### config.mk
export PLATFORM = sky130hd
export DESIGN_NAME = cmp_wave_timer
export DESIGN_NICKNAME = d
export VERILOG_FILES = /design/src/rtl/cmp_wave_timer.sv
export SDC_FILE = /design/constraint.sdc
export NUM_CORES = 1
export LEC_CHECK = 0
export ABC_CLOCK_PERIOD_IN_PS = 3900
export BUFFER_PORTS_ARGS = -buffer_cell sky130_fd_sc_hd__buf_2
export CAP_MARGIN = 5
export CORE_ASPECT_RATIO = 0.5
export CORE_MARGIN = 1.5
export CORE_UTILIZATION = 30
export DETAILED_ROUTE_END_ITERATION = 10
export PLACE_DENSITY_LB_ADDON = 0.08
export SYNTH_ARGS = -nofsm -noshare
export SYNTH_HDL_FRONTEND = slang
export SYNTH_SLANG_ARGS = --single-unit
### constraint.sdc
create_clock -name clk -period 3.9 [get_ports clk]
set_input_delay 0.585 -clock clk [delete_from_list [all_inputs] [get_ports clk]]
set_output_delay 0.585 -clock clk [all_outputs]
set_load 0.005 [all_outputs]
### src/rtl/cmp_wave_timer.sv
`timescale 1ns/1ps
module cmp_wave_timer #(
  parameter int W = 8
) (
  input  logic         clk,
  input  logic         rst_n,
  input  logic         tick,
  input  logic         cfg_we,
  input  logic [W-1:0] cfg_cmp,
  input  logic [1:0]   cfg_act,
  input  logic [1:0]   cfg_mode,
  input  logic         cfg_dir,
  input  logic         cfg_port,
  input  logic         force_act,
  output logic [W-1:0] count,
  output logic         match,
  output logic         pin_out,
  output logic         pin_oe
);

  localparam logic [W-1:0] CMAX = '1;
  localparam logic [W-1:0] ONE  = W'(1);
  localparam logic [1:0] M_NORM  = 2'd0;
  localparam logic [1:0] M_PHASE = 2'd1;
  localparam logic [1:0] M_CTC   = 2'd2;
  localparam logic [1:0] M_FAST  = 2'd3;

  logic [W-1:0] cmp_r, cnt_r, cnt_nxt;
  logic [1:0]   act_r, mode_r;
  logic         dir_r, port_r, dn_r, dn_nxt, wave_r, wave_nxt, match_r;
  logic         pwm, eq, down;

  assign pwm  = (mode_r == M_PHASE) || (mode_r == M_FAST);
  assign eq   = (cnt_r == cmp_r);
  assign down = dn_r || (cnt_r == CMAX);

  always_ff @(posedge clk or negedge rst_n) begin
    if (!rst_n) begin
      cmp_r  <= '0;
      act_r  <= 2'd0;
      mode_r <= M_NORM;
      dir_r  <= 1'b0;
      port_r <= 1'b0;
    end else if (cfg_we) begin
      cmp_r  <= cfg_cmp;
      act_r  <= cfg_act;
      mode_r <= cfg_mode;
      dir_r  <= cfg_dir;
      port_r <= cfg_port;
    end
  end

  always_comb begin
    dn_nxt = 1'b0;
    case (mode_r)
      M_CTC:   cnt_nxt = eq ? '0 : cnt_r + ONE;
      M_PHASE: begin
        cnt_nxt = down ? cnt_r - ONE : cnt_r + ONE;
        dn_nxt  = down && (cnt_r != ONE);
      end
      default: cnt_nxt = cnt_r + ONE;
    endcase
  end

  always_comb begin
    wave_nxt = wave_r;
    if (!pwm) begin
      if ((tick && eq) || force_act) begin
        case (act_r)
          2'd1:    wave_nxt = ~wave_r;
          2'd2:    wave_nxt = 1'b0;
          2'd3:    wave_nxt = 1'b1;
          default: wave_nxt = wave_r;
        endcase
      end
    end else if (tick && act_r[1]) begin
      if (mode_r == M_FAST) begin
        if (cnt_r == CMAX)
          wave_nxt = ~act_r[0];
        else if (eq)
          wave_nxt = act_r[0];
      end else if (eq) begin
        wave_nxt = down ^ act_r[0];
      end
    end
  end

  always_ff @(posedge clk or negedge rst_n) begin
    if (!rst_n) begin
      cnt_r   <= '0;
      dn_r    <= 1'b0;
      wave_r  <= 1'b0;
      match_r <= 1'b0;
    end else begin
      match_r <= tick && eq;
      wave_r  <= wave_nxt;
      if (tick) begin
        cnt_r <= cnt_nxt;
        dn_r  <= dn_nxt;
      end else if (mode_r != M_PHASE) begin
        dn_r  <= 1'b0;
      end
    end
  end

  assign count   = cnt_r;
  assign match   = match_r;
  assign pin_out = (act_r != 2'd0) ? wave_r : port_r;
  assign pin_oe  = dir_r;

  a_r2_wrap: assert property (@(posedge clk) disable iff (!rst_n)
    (tick && mode_r == M_NORM && cnt_r == CMAX) |=> (cnt_r == '0));
  a_r2_hold: assert property (@(posedge clk) disable iff (!rst_n)
    !tick |=> $stable(cnt_r));
  a_r3_ctc_clear: assert property (@(posedge clk) disable iff (!rst_n)
    (tick && mode_r == M_CTC && cnt_r == cmp_r) |=> (cnt_r == '0));
  a_r3_flag_quiet: assert property (@(posedge clk) disable iff (!rst_n)
    !tick |=> !match);
  a_r6_force_clear: assert property (@(posedge clk) disable iff (!rst_n)
    (force_act && !tick && !pwm && act_r == 2'd2) |=> !wave_r);
  a_r7_pwm_force: assert property (@(posedge clk) disable iff (!rst_n)
    (force_act && !tick && pwm) |=> $stable(wave_r));
  a_r9_turn: assert property (@(posedge clk) disable iff (!rst_n)
    (tick && mode_r == M_PHASE && cnt_r == CMAX) |=> (cnt_r == CMAX - ONE));

endmodule

* Word-level counts from Yosys, hierarchy flattened
Index checks and enable logic that the tools add are counted.
Cells by class: reductions and logical operators 11, shift operators 0, multiplexer cells 15, add/sub/neg operators 2, bitwise operators 3, divide/modulo/power cells 0, order comparisons 0, multipliers 0, equality and inequality tests 13
Operators with widths (number):
- $mux W8 | 2
- $pmux W8 S2 | 1
- $mux W1 | 11
- $add A8 B1 Y8 const B | 1
- $eq A2 B2 Y1 const B | 4
- $eq A8 B8 Y1 | 1
- $eq A8 B8 Y1 const B | 1
- $ne A8 B1 Y1 const B | 1
- $sub A8 B1 Y8 const B | 1
- $ne A3 B1 Y1 const B | 2
- $reduce_bool A2 Y1 | 3
- $reduce_and A5 Y1 | 1
- $eq A2 B1 Y1 const B | 2
- $ne A2 B1 Y1 const B | 2
- $reduce_bool A4 Y1 | 1
- $logic_and A1 B1 Y1 | 3
- $logic_or A1 B1 Y1 | 3
- $pmux W1 S3 | 1
- $not A1 Y1 | 2
- $xor A1 B1 Y1 | 1
Word-level totals: memories kept 0, RAM bits 0, bits in read-only memories 0, flip-flop bits (word level) 25, logic and storage cells 53, input bits 19, latch bits 0, output and inout port bits 11

* Longest topological paths before layout
depth in word-level cells 7, gate-level depth with buffers 8, depth with buffers taken out 8

* Worst setup path before layout
Ideal clock, no wire load.
path kind reg-to-reg, start register cnt_r[0] (netlist: count[0]), end register cnt_r[2] (netlist: count[2]), data arrival time 1.761 ns, buffers on the path 0, required time 3.776 ns, library setup time 0.124 ns, stages on the path, launching flop included 7, setup slack 2.015 ns, period minus slack after synthesis 1.885 ns, cell sequence dfrtp_1 > ha_1 > and4_4 > and4_4 > o21ai_0 > o21ai_0 > a211o_1
Between the ends: longest elaborated chain between the ends 4, elaborated cells on any way between the ends 8, those cells by class 2 x add/sub; 2 x eq/ne; 3 x mux; 1 x reduce/logical
RTL lines:
- from (decl) | line 28 | logic [W-1:0] cmp_r, cnt_r, cnt_nxt;
- from (signal assigned) | line 98 | cnt_r <= cnt_nxt;
- branches (longest 3 deep; another with $add A8 B1 Y8)
- $pmux W8 S2 (*) | line 55 | case (mode_r)
Mark *: on every way between the ends. A chain may end at the register's enable or synchronous reset.

* Final worst setup path
Same ends and word-level chain as after synthesis.

==> impl_metrics.env <==
export IMPL_crit_start="count[0]"
export IMPL_core_um2=5130
export IMPL_reg2reg_depth=7
export IMPL_switching_power_uw=373
export IMPL_synth_mux_area_frac=0.112
export IMPL_pwr_share_seq=0.478
export IMPL_final_area_um2=1860
export IMPL_grt_use_total=0.136
export IMPL_cts_root_buf="clkbuf_8"
export IMPL_firstDrtPassIters=4
export IMPL_hold_class="in2async"
export IMPL_drcViolationCount=0
export IMPL_hold_viol=0
export IMPL_outcome="complete, no violations"
export IMPL_p_int_uw=551
export IMPL_placed_area_um2=1810
export IMPL_yosysWarnings=0
export IMPL_ant_nets=0
export IMPL_r2r_end="count[2]"
export IMPL_synth_top_family_by_area="simple AND/OR/NAND/NOR gates"
export IMPL_power_density_nw_per_um2=498
export IMPL_initial_core_util=0.326
export IMPL_multi_input_area_um2=927
export IMPL_critPathCaptureType="register"
export IMPL_pwr_share_comb=0.342
export IMPL_synth_common_cells="dfrtp_1 (25), nand2_1 (15), mux2_2 (14)"
export IMPL_core_rowCount=18
export IMPL_period_minus_slack_ns=2.20
export IMPL_cts_max_path_buffers=2
export IMPL_totalNegativeSetupSlack_ns=0
export IMPL_max_freq_mhz=454
export IMPL_grt_pass1_wl_mm=6.42
export IMPL_required_ns=4.07
export IMPL_syn_area_um2=1670
export IMPL_swShare=0.404
export IMPL_grt_setup_unrepaired="no"
export IMPL_post_route_period_util=0.565
export IMPL_place_inst=256
export IMPL_cts_hold_buf=0
export IMPL_syn_to_final_growth_pct=11.2
export IMPL_ys_flop_type="dfrtp_1"
export IMPL_fillers=544
export IMPL_design_die_area_um2=6060
export IMPL_cts_htree_levels=1
export IMPL_slew_headroom=0.611
export IMPL_cts_tree="yes"
export IMPL_clock_skew_ns=0.00168
export IMPL_wl_per_cell_um=14.2
export IMPL_arrival_ns=2.37
export IMPL_cts_clk_slew_worst_paths_ns=0.10
export IMPL_numCtsBuffers=3
export IMPL_ys_ff_latch=25
export IMPL_vdd_drop_max_mv=0.181
export IMPL_critPathMaxFanout=9
export IMPL_cts_num_sinks=25
export IMPL_synth_edf_count=0
export IMPL_post_cts_resized=0
export IMPL_grt_overflow=0
export IMPL_whs_ns=0.298
export IMPL_gp_congestion=0.806
export IMPL_ios=30
export IMPL_yosys_cell_count_top_type="dfrtp_1"
export IMPL_crit_path_end="count[2]"
export IMPL_final_cells=260
export IMPL_synth_compound_area_frac=0.152
export IMPL_synth_cell_type_count=42
export IMPL_synth_xor_area_share=0.0561
export IMPL_ys_seq_area_frac=0.374
export IMPL_power_frac_clock=0.179
export IMPL_synthesis_nets=194
export IMPL_via_count=1277
export IMPL_routed_wl_mm=3.69
export IMPL_critPathKind="reg2reg"
export IMPL_detail_route_iter0_violations=41
export IMPL_finalMaxSlewViolations=0
export IMPL_synth_async_sr_flop_share=1.00
export IMPL_vias_per_cell=4.91
export IMPL_yosysTopAreaCellShare=0.374
export IMPL_grt_start_max_net_pins=26
export IMPL_netlist_top_cell_by_area="dfrtp_1"
export IMPL_r2r_start="count[0]"
export IMPL_cts_setup_buffers=0
export IMPL_worstMarginPinSlew_ns=0.583
export IMPL_ff_latch_area_um2=626
export IMPL_setup_viol=0
export IMPL_maxCapViolCount=0
export IMPL_crit_path_start_kind="register"
export IMPL_synth_simple_area_share=0.189
export IMPL_synth_adder_area_share=0.0449
export IMPL_die_h_um=55.8
export IMPL_total_power_uw=924
export IMPL_port_buffers=29
export IMPL_synth_area_leaders="dfrtp_1 (37%), mux2_2 (9.4%), ha_1 (4.5%), buf_6 (4.0%), o21ai_0 (3.9%)"
export IMPL_drive_above_1_share=0.300
export IMPL_first_global_vias=1201
export IMPL_n_antenna_cell=0
export IMPL_clk_latency_ns=0.27
export IMPL_syn_instance_count=169
export IMPL_die_w_um=109
export IMPL_place_detailed_hpwl_mm=2.86
export IMPL_rrSetupSlack_ns=1.70
export IMPL_antenna_found_initial=0
export IMPL_syn_area_per_cell_um2=9.89
export IMPL_fin_nets=216
export IMPL_p_leak_uw=0.000799
-- worst min-delay path by stage --
stage               end  cells after the start
2_1_floorplan  act_r[0]                      0
4_1_cts        cmp_r[1]                      1
3_5_place_dp     pin_oe                      1
5_1_grt        cmp_r[1]                      1
6_report       cmp_r[1]                      1
3_3_place_gp     pin_oe                      1
-- layer usage --
metal	up-vias	part of all wire	routed length [um]	global-route usage
li1	647	-	-	-
met1	598	0.55	2020	0.217
met2	30	0.40	1470	0.185
met3	2	0.051	188	0.0340
met4	0	0.0041	15	0.0169
met5	-	0	0	0
-- power groups by stage --
stage	Clock (uW)	Combinational, uW	Sequential (uW)
floorplan	0	342	364
global placement	0	325	446
detailed placement	0	318	447
CTS	174	321	441
global route	188	361	460
finish	166	316	442
-- sequential cells by signal, indices dropped and copies added (netlist names) --
signal  cells
match       1
count       8
port_r      1
act_r       2
dn_r        1
mode_r      2
cmp_r       8
wave_r      1
pin_oe      1
-- through the flow --
stage               utilization  setup WS [ns]
floorplan                     -           2.02
global placement          0.352           1.78
detailed placement        0.352           1.71
CTS                       0.362           1.69
global route              0.362           1.52
finish                    0.362           1.70
-- critical path, cell delays in order, from the launching register on --
cell and delay, ns:
dfrtp_1 0.54, ha_1 0.26, and4_4 0.26, a41oi_4 0.17
a21oi_2 0.17, and2_1 0.31, nor4b_2 0.09, a211o_1 0.28
-- cell usage in the layout, fill, tap and decap left out, types with 3 or more instances in the layout --
cell type	count
o21ai_0	13
nor2_1	11
buf_2	29
nand4_1	3
o211ai_1	5
nand3_1	5
mux2_2	14
mux2i_1	3
ha_1	6
clkbuf_8	3
inv_1	5
nand2_1	15
xnor2_1	7
nor3_1	7
dfrtp_1	25
nor4_1	3
a21oi_1	7
-- final cells by class --
type,count,area share
timing repair buffer,29,0.0781
clock inverter,1,0.00471
tap,70,0.0471
sequential,25,0.337
clock buffer,3,0.0222
inverter,6,0.0121
multi-input combinational,126,0.499
-- cell families (layout without fill, tap and decap cells) --
family | after synthesis | in the layout
xor gates and xnor gates | 9 | 9
buffers and inverters | 18 | 39
adders and majority gates | 6 | 6
muxes | 17 | 17
AOI/OAI and AO/OA | 36 | 36
DFF | 25 | 25
and+or+nand+nor | 58 | 58
Note: power is estimated with default switching activity, not from simulation.
